===== src/rtl/uart_sr_pkg.sv =====
package uart_sr_pkg;
  localparam int DW = 9;
  localparam int FW = 12;

  typedef enum logic [1:0] {
    A_STAT  = 2'd0,
    A_STAT2 = 2'd1,
    A_DHI   = 2'd2,
    A_DLO   = 2'd3
  } reg_addr_e;

  function automatic logic vote3(input logic [2:0] s);
    return (s[0] & s[1]) | (s[0] & s[2]) | (s[1] & s[2]);
  endfunction
endpackage


===== src/rtl/uart_sr_rx.sv =====
module uart_sr_rx
  import uart_sr_pkg::*;
#(
  parameter int OSR = 16
) (
  input  logic          clk,
  input  logic          rst_n,
  input  logic          tick,
  input  logic          rxd,
  input  logic          cfg_nine,
  input  logic          cfg_par_en,
  input  logic          cfg_par_odd,
  output logic          done,
  output logic [DW-1:0] data,
  output logic          fe,
  output logic          pe,
  output logic          active
);
  localparam int PW = $clog2(OSR);
  localparam logic [PW-1:0] P_S0  = PW'(OSR / 2 - 1);
  localparam logic [PW-1:0] P_S1  = PW'(OSR / 2);
  localparam logic [PW-1:0] P_DEC = PW'(OSR / 2 + 1);
  localparam logic [PW-1:0] P_END = PW'(OSR - 1);

  logic s1, s2, prev, busy, pbit, v;
  logic [PW-1:0] ph;
  logic [3:0] idx, nd, stop_idx;
  logic [1:0] win;
  logic [DW-1:0] sh, dm;

  assign nd       = cfg_nine ? 4'd9 : 4'd8;
  assign stop_idx = nd + 4'd1 + {3'b0, cfg_par_en};
  assign dm       = cfg_nine ? sh : {1'b0, sh[7:0]};
  assign v        = vote3({win, s2});
  assign active   = busy;

  always_ff @(posedge clk or negedge rst_n) begin
    if (!rst_n) begin
      s1 <= 1'b1; s2 <= 1'b1; prev <= 1'b1; busy <= 1'b0; pbit <= 1'b0;
      ph <= '0; idx <= '0; win <= '0; sh <= '0;
      done <= 1'b0; data <= '0; fe <= 1'b0; pe <= 1'b0;
    end else begin
      s1   <= rxd;
      s2   <= s1;
      done <= 1'b0;
      if (tick) begin
        prev <= s2;
        if (!busy) begin
          if (prev && !s2) begin
            busy <= 1'b1;
            ph   <= '0;
            idx  <= '0;
          end
        end else begin
          ph <= ph + 1'b1;
          if (ph == P_S0 || ph == P_S1) win <= {win[0], s2};
          if (ph == P_DEC) begin
            if (idx == 4'd0) begin
              if (v) busy <= 1'b0;
            end else if (idx <= nd) begin
              sh[idx - 4'd1] <= v;
            end else if (idx == stop_idx) begin
              busy <= 1'b0;
              done <= 1'b1;
              data <= dm;
              fe   <= !v;
              pe   <= cfg_par_en && ((^dm ^ pbit) != cfg_par_odd);
            end else begin
              pbit <= v;
            end
          end
          if (ph == P_END) idx <= idx + 4'd1;
        end
      end
    end
  end
endmodule


===== src/rtl/uart_sr_tx.sv =====
module uart_sr_tx
  import uart_sr_pkg::*;
#(
  parameter int OSR = 16
) (
  input  logic          clk,
  input  logic          rst_n,
  input  logic          tick,
  input  logic          wr,
  input  logic [DW-1:0] wdata,
  input  logic          cfg_nine,
  input  logic          cfg_par_en,
  input  logic          cfg_par_odd,
  output logic          txd,
  output logic          buf_empty
);
  localparam int PW = $clog2(OSR);
  localparam logic [PW-1:0] P_END = PW'(OSR - 1);

  logic full, busy;
  logic [DW-1:0] bufd, dm;
  logic [PW-1:0] ph;
  logic [3:0] idx, last, nd;
  logic [FW-1:0] fr, nf;

  assign nd = cfg_nine ? 4'd9 : 4'd8;
  assign dm = cfg_nine ? bufd : {1'b0, bufd[7:0]};

  always_comb begin
    nf    = '1;
    nf[0] = 1'b0;
    for (int i = 0; i < DW; i++) begin
      if (i < int'(nd)) nf[i + 1] = dm[i];
    end
    if (cfg_par_en) nf[nd + 4'd1] = ^dm ^ cfg_par_odd;
  end

  always_ff @(posedge clk or negedge rst_n) begin
    if (!rst_n) begin
      full <= 1'b0; busy <= 1'b0; bufd <= '0;
      ph <= '0; idx <= '0; last <= '0; fr <= '1;
    end else begin
      if (tick && busy) begin
        ph <= ph + 1'b1;
        if (ph == P_END) begin
          idx <= idx + 4'd1;
          fr  <= {1'b1, fr[FW-1:1]};
          if (idx == last) busy <= 1'b0;
        end
      end else if (tick && full) begin
        fr   <= nf;
        last <= nd + 4'd1 + {3'b0, cfg_par_en};
        busy <= 1'b1;
        ph   <= '0;
        idx  <= '0;
        full <= 1'b0;
      end
      if (wr) begin
        bufd <= wdata;
        full <= 1'b1;
      end
    end
  end

  assign txd       = !busy || fr[0];
  assign buf_empty = !full;
endmodule


===== src/rtl/uart_status_regs.sv =====
module uart_status_regs
  import uart_sr_pkg::*;
#(
  parameter int OSR = 16
) (
  input  logic       clk,
  input  logic       rst_n,
  input  logic       tick,
  input  logic       rxd,
  output logic       txd,
  input  logic       cfg_nine,
  input  logic       cfg_par_en,
  input  logic       cfg_par_odd,
  input  logic [1:0] bus_addr,
  input  logic       bus_rd,
  input  logic       bus_wr,
  input  logic [7:0] bus_wdata,
  output logic [7:0] bus_rdata
);
  reg_addr_e a;
  logic rx_done, rx_fe, rx_pe, rx_active;
  logic [DW-1:0] rx_data, rbuf;
  logic rx_full, fe_q, pf_q, arm_fe, arm_pf, t8, tx_empty, tx_wr;

  assign a     = reg_addr_e'(bus_addr);
  assign tx_wr = bus_wr && a == A_DLO;

  uart_sr_rx #(.OSR(OSR)) u_rx (
    .clk, .rst_n, .tick, .rxd, .cfg_nine, .cfg_par_en, .cfg_par_odd,
    .done(rx_done), .data(rx_data), .fe(rx_fe), .pe(rx_pe), .active(rx_active)
  );

  uart_sr_tx #(.OSR(OSR)) u_tx (
    .clk, .rst_n, .tick, .wr(tx_wr), .wdata({t8, bus_wdata}),
    .cfg_nine, .cfg_par_en, .cfg_par_odd, .txd, .buf_empty(tx_empty)
  );

  always_ff @(posedge clk or negedge rst_n) begin
    if (!rst_n) begin
      rbuf <= '0; rx_full <= 1'b0; fe_q <= 1'b0; pf_q <= 1'b0;
      arm_fe <= 1'b0; arm_pf <= 1'b0; t8 <= 1'b0;
    end else begin
      if (bus_wr) begin
        arm_fe <= 1'b0;
        arm_pf <= 1'b0;
        if (a == A_DHI) t8 <= bus_wdata[6];
      end else if (bus_rd) begin
        unique case (a)
          A_STAT: begin
            arm_fe <= fe_q;
            arm_pf <= pf_q;
          end
          A_DHI: ;
          A_DLO: begin
            fe_q    <= fe_q & ~arm_fe;
            pf_q    <= pf_q & ~arm_pf;
            arm_fe  <= 1'b0;
            arm_pf  <= 1'b0;
            rx_full <= 1'b0;
          end
          default: begin
            arm_fe <= 1'b0;
            arm_pf <= 1'b0;
          end
        endcase
      end
      if (rx_done) begin
        rbuf    <= rx_data;
        fe_q    <= rx_fe;
        pf_q    <= rx_pe;
        rx_full <= 1'b1;
        arm_fe  <= 1'b0;
        arm_pf  <= 1'b0;
      end
    end
  end

  always_comb begin
    unique case (a)
      A_STAT:  bus_rdata = {tx_empty, 1'b0, rx_full, 3'b000, fe_q, pf_q};
      A_STAT2: bus_rdata = {7'b0, rx_active};
      A_DHI:   bus_rdata = {rbuf[8], t8, 6'b0};
      default: bus_rdata = rbuf[7:0];
    endcase
  end
endmodule


===== config.mk =====
export PLATFORM = sky130hd
export DESIGN_NAME = uart_status_regs
export DESIGN_NICKNAME = d
export VERILOG_FILES = /design/src/rtl/uart_sr_pkg.sv /design/src/rtl/uart_sr_rx.sv /design/src/rtl/uart_sr_tx.sv /design/src/rtl/uart_status_regs.sv
export SDC_FILE = /design/constraint.sdc
export NUM_CORES = 1
export LEC_CHECK = 0
export BUFFER_PORTS_ARGS = -buffer_cell sky130_fd_sc_hd__buf_2
export CORE_MARGIN = 2
export CORE_UTILIZATION = 34
export DETAILED_ROUTE_END_ITERATION = 6
export PLACE_DENSITY = 0.61
export SLEW_MARGIN = 10
export SYNTH_ARGS = -nofsm -noshare
export SYNTH_HDL_FRONTEND = slang
export SYNTH_HIERARCHICAL = 1
export SYNTH_SLANG_ARGS = --single-unit

===== constraint.sdc =====
create_clock -name clk -period 6.1 [get_ports clk]
set_input_delay 0.915 -clock clk [delete_from_list [all_inputs] [get_ports clk]]
set_output_delay 0.915 -clock clk [all_outputs]
set_load 0.03 [all_outputs]

# After elaboration in Yosys (flattened, before gate mapping)
# Cells that the tools add are included.
# totals
word_cells	187
in_bits	19
reg_bits	86
output_inout_bits	9
# op_classes
eq_ne	17
reduce_logical	36
n_addsub	7
order_cmp	14
bitwise_logic	15
muxes	71
# ops
cell	count
$mux W1	50
$mux W12	4
$mux W4	8
$pmux W8 S3	1
$add A4 B1 Y4 const B	5
$mux W9	2
$reduce_xor A9 Y1	2
$eq A4 B4 Y1 const B	4
$lt A3 B4 Y1 const A	4
$bwmux W12	1
$reduce_and A2 Y1	6
$reduce_and A3 Y1	4
$reduce_and A6 Y1	2
$lt A4 B5 Y1 const B	2
$reduce_bool A2 Y1	5
$bwmux W9	1
$demux W1 S4	2
$eq A4 B4 Y1	2
$ge A4 B1 Y1 const B	2
$lt A1 B4 Y1 const A	2
$lt A2 B4 Y1 const A	2
$ne A2 B2 Y1 const B	4
$logic_and A1 B1 Y1	7
$not A1 Y1	6
other kinds (20)	32

# Depth between registers and ports, before layout
# Gate-level depths: netlist of run 1.
# depth
word_depth	10
ltp_mapped	7
mapped_depth_nobuf	6

# Hierarchy
# The synthesis of run 1 kept the hierarchy.
# by_module_without_submodules
module	seq_area_each_um2	instances	cells_each	area_per_inst_um2
uart_sr_rx	904.6	1	175	2020.7
uart_sr_tx	864.6	1	145	1661.6
uart_status_regs	375.4	1	60	764.5

# Worst setup path before layout of run 1
# OpenSTA, ideal clock, no wires.
# synth_timing
path_kind	input -> output
from	input bus_addr[0]
to	output bus_rdata[0]
path_stages	3
setup_slack_ns	3.545
arrival_ns	1.640
t_required_ns	5.185
path_buffers	1
path_cell_list	buf_6 mux2i_1 o2bb2ai_1
# synth_via
elab_chain_cells	2
# synth_rtl
item	line_no	rtl
from (decl)	uart_status_regs.sv:14	input logic [1:0] bus_addr,
$eq A2 B2 Y1, or another cell as far along	uart_status_regs.sv:79	unique case (a)
$pmux W8 S3 *	uart_status_regs.sv:79	
to (decl)	uart_status_regs.sv:18	output logic [7:0] bus_rdata
# Every way passes the cells marked *; elsewhere a longest branch is shown, timed or not.

# Worst setup path in the final report of run 1
# layout_timing
from	input bus_addr[0]
to	output bus_rdata[7]
# Same word-level chain as after synthesis.

==> impl_results.md, run 1 <==
- Launch point of the worst hold path: u_rx/s1
- End of the critical path: bus_rdata[7]
- Per-cell routed wire length: 15.0 um
- Final GP Congestion: 0.811
- Critical Path End Type: output port
- Final Core Density: approximately 40%
- Distinct cells, synth: between 50 and 60
- Placed Instances: between 500 and 600
- Reg2Reg Setup Slack: 3580 ps
- Unrepaired setup endpoints after global routing: no
- Flop and latch count out of synthesis: 85
- First-pass GRT wire length: roughly 15 mm
- IO Pins: 28
- Worst Reg-to-Reg Cells: 6
- CTS root buf: clkbuf_16
- Yosys warns: 6
- Post-Syn Instances: 380
- Minimum clock period: 2850 ps
- Hold depth: 0
- Post-route ant nets: 0
- Syn_area_per_cell: 11.7 um^2
- Critical path type: in2out
- Crit-path max cell delay: between 300 and 400 ps
- Slew margin rel.: between 20% and 30%
- Final cell count without fillers: between 500 and 600
- Clock network power share: 28.9%
- Register area: 2140 um^2
- Worst skew pair latency: 330 ps
- Worst-path clk slew: 60 ps
- Worst-case clock buffer depth: 2
- Switching share of power: ~32%
- Switching pwr: 578 uW
- Critical Path RT: 5180 ps
- Reg-to-Reg Start: u_rx/idx[0]
- Multi-input gate area: between 2000 and 2500 um^2
- Share of cells above drive strength 1: 25.4%
- Max cap viols: 0
- CTS Buf Count: 9
- Mapped Area: 4450 um^2
- Min-Delay Path Class: reg2reg
- Post-CTS Hold Fix Bufs: 0
- Syn_nets: 414
- Ys flop type: dfrtp_1
- H-Tree Depth: 3
- Share of synthesized registers carrying an async set or reset: 100%
- Finish-stage setup viols: 0
- DRC Markers: 0
- DR vias: 2919
- Crit-path cells: buf_2, mux2_4, a22o_1, buf_2
- Worst Skew: 5.72 ps
- Detailed Place HPWL: about 6 mm
- Number of global-route vias before repair: 3013
- P_int: 1.22 mW
- Lkg Pwr: 2.28 nW
- Largest net degree at the start of global routing: 86
- Critical Path Source: bus_addr[0]
- Die area: 14000 um^2
- Worst setup SP type: input pin
- Reg power frac: 45.1%
- Cell Rows: 41
- CP arrival: 1930 ps
- Most used cell, CP: buf_2
- Final period util: 46.7%
- Total gr overflow: 0
- DR pass1 iterations: 4
- Fill count: 1216
- Die height: 118 um
- Resized cells post-CTS: 0
- Status: completed
- Area Growth Syn to Fin: 12.3%
- Initial antenna violation count: 1
- Vias/cell: just over 5
- Fmax achieved: between 300 and 400 MHz
- First-iteration detailed-routing DRC count: between 200 and 250
- Tightest Pin Transition: 1060 ps
- Core area: 12700 um^2
- Seq/Total Area, Yosys: 48.2%
- Combinational share of power: 26.0%
- Quantity of I/O buffers inserted on ports: 27
- Final Max Slew Viols: 0
- Maximum VDD drop: 0.131 mV
- Post-CTS Setup Bufs: 0
- P per Cell Area: approximately 360 nW/um^2
- Post-synth EDFFs: 0
- Total Routed Length: 8.66 mm
- Slowest cell on the critical path: mux2_4
- Reg-to-Reg End: u_rx/data[2]
- Setup TNS: 0 ps
- TritonCTS clock tree: built
- Critical-path maximum fanout: 15
- All-Layer GR Usage: between 10% and 20%
- Starting Density: 35.1%
- Final hold vios: 0
- Die W: 118 um
- Number of nets in the layout: 435
- Clock Sinks: 85
## power by group through the flow
stage / clock network, mW / registers, mW / logic [mW]
2_1_floorplan: 0 / 0.775 / 0.393
3_3_place_gp: 0 / 0.815 / 0.451
3_5_place_dp: 0 / 0.819 / 0.469
4_1_cts: 0.538 / 0.811 / 0.472
5_1_grt: 0.566 / 0.830 / 0.530
6_report: 0.521 / 0.811 / 0.468
## layout make-up
cell class                 count  area share (%)
sequential                    85            43.0
multi-input combinational    262            42.9
clock buffer                  12            5.14
tap                          172            4.31
timing repair buffer          28            2.91
inverter                      15            1.13
clock inverter                 4           0.627
antenna                        1          0.0501
## cells in the final DEF (no fill, tap or decap), drive strengths merged, types with 12 or more instances in the layout
| cell type | n |
|---|---|
| ha | 15 |
| dfrtp | 71 |
| xnor2 | 12 |
| nor2 | 12 |
| mux2 | 44 |
| o21ai | 26 |
| clkbuf | 12 |
| mux2i | 13 |
| inv | 16 |
| buf | 28 |
| dfstp | 14 |
| nand2 | 28 |
## synth_stat cells (2+ instances only)
library cell | instances | share of area (%)
o211ai_1 | 5 | 0.84
mux2i_1 | 13 | 2.9
clkbuf_1 | 10 | 0.84
nand3_1 | 7 | 0.79
nand2_1 | 28 | 2.4
buf_2 | 3 | 0.34
dfstp_2 | 14 | 8.3
o21ai_0 | 22 | 2.5
and2_1 | 2 | 0.28
and3_1 | 6 | 0.84
a22o_1 | 9 | 1.8
xnor2_1 | 12 | 2.4
o21ai_1 | 4 | 0.45
a32o_1 | 2 | 0.45
nand3b_1 | 3 | 0.51
nand2b_1 | 6 | 0.84
nor3_1 | 4 | 0.45
dfrtp_1 | 71 | 40
a31oi_1 | 5 | 0.70
nor2b_1 | 7 | 0.98
nor4_1 | 4 | 0.56
nand4bb_1 | 2 | 0.51
nand4_1 | 7 | 0.98
inv_1 | 15 | 1.3
mux2_2 | 29 | 7.3
nor2_1 | 12 | 1.0
or3_1 | 3 | 0.42
mux2_4 | 9 | 3.0
buf_6 | 4 | 1.0
xor2_1 | 9 | 1.8
mux2_1 | 6 | 1.5
or2_2 | 2 | 0.28
ha_1 | 15 | 4.2
o31ai_1 | 4 | 0.68
nor3b_1 | 2 | 0.34
xnor3_1 | 3 | 1.5
and4_1 | 3 | 0.59
## worst max-delay path, delay by kind of cell
| family | cells | cell delay (ps) |
|---|---|---|
| buffers and inverters | 2 | 440 |
| muxes | 1 | 330 |
| AOI/OAI and AO/OA | 1 | 250 |
## sequential cells by signal (all words and copies together) (netlist names), 9 cells and up
signal	flops
u_tx/fr	11
rbuf	9
u_rx/data	9
u_rx/sh	9
u_tx/bufd	9
## worst min path at each step
stage / endpoint / slack (ps)
after floorplan: u_rx/s2 / 350
after global placement: u_rx/s2 / 350
after detailed placement: u_rx/s2 / 350
after CTS: u_rx/s2 / 360
after global routing: u_rx/s2 / 360
final: u_rx/s2 / 360
## metal layers
metal	wire length [um]	vias up	GRT usage [%]
li1	-	1408	-
met1	3900	1452	16.4
met2	4280	42	22.0
met3	239	17	3.14
met4	231	0	5.95
met5	0	-	0
## cell families after synthesis
family | after synthesis | synth area share (%)
buffers and inverters | 33 | 3.63
muxes | 57 | 14.8
and+or+nand+nor | 103 | 12.9
xor gates and xnor gates | 25 | 6.19
AOI/OAI and AO/OA | 61 | 9.82
DFF | 85 | 48.2
adders and majority gates | 16 | 4.45
## through the flow
step                instance area (um^2)  hold slack (ps)  total power [mW]  setup WS (ps)
floorplan                           4450              345              1.17           3540
global placement                    4700              346              1.27           3040
detailed placement                  4700              348              1.29           2940
CTS                                 4990              357              1.82           3250
global route                        4990              358              1.93           3090
finish                              4990              357              1.80           3250
Note: power is estimated with default switching activity, not from simulation.
==> inputs of run 2 (changes only) <==
- clock period: 6.1 -> 2.75 ns (I/O delays scaled with it)
==> run 2 against run 1 <==
- core utilization increased by 0.25 points
- highest routed layer unchanged
- critical path type is now reg2reg
- worst hold slack got worse by 250 ps
- die area unchanged
- critical endpoint is now u_rx/data[4]
- sequential share of layout area is 0.27 points lower
- clock skew is 1.9 ps higher
==> impl_results.md, run 2 (synthesized netlist as in run 1, its figures left out) <==
- H-Tree Depth: 3 (unchanged)
- Critical path type: reg2reg
- DRC Markers: 0 (unchanged)
- Critical Path Source: u_rx/idx[0]
- Reg-to-Reg Start: u_rx/idx[0]
- Most frequent cells in the layout: 71 x dfrtp_1, 29 x mux2_2, 28 x nand2_1
- First-pass GRT wire length: 15.2 mm (+2.1%)
- P per Cell Area: 798 nW/um^2 (+120%)
- Finish-stage setup viols: 0 (unchanged)
- Unrepaired setup endpoints after global routing: no
- TritonCTS clock tree: built
- Critical Path End Type: register
- CP arrival: 2720 ps (+790 ps)
- Initial antenna violation count: 0 (-1)
- Min-Delay Path Class: in2async
- Worst Skew: 7.60 ps (+1.88 ps)
- Ant. Diodes: 0 (-1)
- Fmax achieved: approximately 400 MHz
- Area Growth Syn to Fin: 13.0%
- Fill count: 1213 (-0.25%)
- DR pass1 iterations: 4 (unchanged)
- Final Core Density: 39.6% (+0.25 points)
- Lkg Pwr: 2.30 nW (+0.92%)
- Share of cells above drive strength 1: 25.2% (-0.19 points)
- Per-cell routed wire length: 15.0 um (+0.65%)
- Worst setup SP type: register
- Max cap viols: 0 (unchanged)
- CTS Buf Count: 9 (unchanged)
- Flip-flop count of the largest register after layout: 11 (unchanged)
- Final Max Slew Viols: 0 (unchanged)
- All-Layer GR Usage: 13.5% (+0.18 points)
- Worst-path clk slew: 60 ps (about the same)
- Critical-path maximum fanout: 10 (-5)
- Maximum VDD drop: 0.283 mV (+120%)
- Worst skew pair latency: 340 ps (about the same)
- Minimum clock period: 2500 ps
- Post-CTS Setup Bufs: 0 (unchanged)
- Worst-case clock buffer depth: 2 (unchanged)
- Die area: 14000 um^2 (unchanged)
- Register area: 2140 um^2 (unchanged)
- Total gr overflow: 0 (unchanged)
- First-iteration detailed-routing DRC count: 246 (+18%)
- Post-CTS Hold Fix Bufs: 0 (unchanged)
- Tightest Pin Transition: 686 ps (-378 ps)
- Cell Rows: 41 (unchanged)
- Total Routed Length: 8.74 mm (+0.99%)
- End of the critical path: u_rx/data[4]
- Reg-to-Reg End: u_rx/data[4]
- DR vias: 2897 (-0.75%)
- Critical Path RT: 2960 ps (-2220 ps)
- Vias/cell: 4.99 (-1.1%)
- Status: completed
- Final hold vios: 0 (unchanged)
- Most common cell after layout, fill and taps aside: dfrtp_1
- Slew margin rel.: 54.3% (+25 points)
- Die W: 118 um (unchanged)
- Quantity of I/O buffers inserted on ports: 27 (unchanged)
- Most flops, register: u_tx/fr
- Die height: 118 um (unchanged)
- Core area: 12700 um^2 (unchanged)
- Setup TNS: 0 ps (unchanged)
- CTS root buf: clkbuf_16
- Starting Density: 35.1% (unchanged)
- Clock Sinks: 85 (unchanged)
- Final period util: 91.0%
- Detailed Place HPWL: 6.19 mm (+3.2%)
- Multi-input gate area: 2140 um^2 (unchanged)
- Post-route ant nets: 0 (unchanged)
- IO Pins: 28 (unchanged)
- Number of nets in the layout: 438 (+0.69%)
- Largest net degree at the start of global routing: 52 (-40%)
- Final GP Congestion: 0.845 (+4.2%)
- Worst Reg-to-Reg Cells: 6 (unchanged)
- Resized cells post-CTS: 0 (unchanged)
- Number of global-route vias before repair: 3050 (+1.2%)
- Reg2Reg Setup Slack: 250 ps (-3330 ps)
## run 2: metal layers
metal / wire, um / up-vias / GRT usage [%] / share of wire [%]
li1: - / 1419 / - / -
met1: 4190 / 1431 / 17.5 / 48
met2: 4180 / 40 / 21.8 / 48
met3: 291 / 7 / 3.57 / 3.3
met4: 84 / 0 / 4.37 / 0.96
met5: 0 / - / 0 / 0
## run 2: layout make-up
type                    count  area share (%)
clock buffers              13            4.78
multi-input cells         262            42.6
flip-flops and latches     85            42.7
clock inverters             3           0.922
inverters                  15            1.12
repair buffers             31            3.59
well taps                 172            4.28
## run 2: worst max-delay path, cell delays in order, from the launching register on
cell and delay (ps):
dfrtp_1 520, inv_1 180, ha_1 310, nor2_1 60
nor3_1 380, or3_1 580, mux2_4 350
## run 2: through the flow
step	power, mW	hold slack (ps)	std cells	cell area, um^2	setup slack, ps
finish	4.01	111	581	5020	248
floorplan	2.59	117	380	4450	684
global route	4.28	164	581	5020	61.5
CTS	4.05	137	581	5020	251
detailed placement	2.86	350	565	4740	227
global placement	2.81	346	565	4740	328
## run 2: how the worst min path moves through the flow
stage,slack [ps],cells after the start,to,startpoint
finish,110,1,u_tx/ph[1],rst_n
floorplan,120,0,arm_fe,rst_n
global route,160,1,u_rx/s1,rxd
detailed placement,350,0,u_rx/s2,u_rx/s1
global placement,350,0,u_rx/s2,u_rx/s1
CTS,140,1,u_tx/last[2],rst_n
## run 2: report_power, final
part           total, mW  leakage (nW)  internal [mW]  switching, mW
logic               1.04          1.10          0.504          0.533
registers           1.79          1.06           1.55          0.247
clock network       1.18         0.134          0.707          0.470
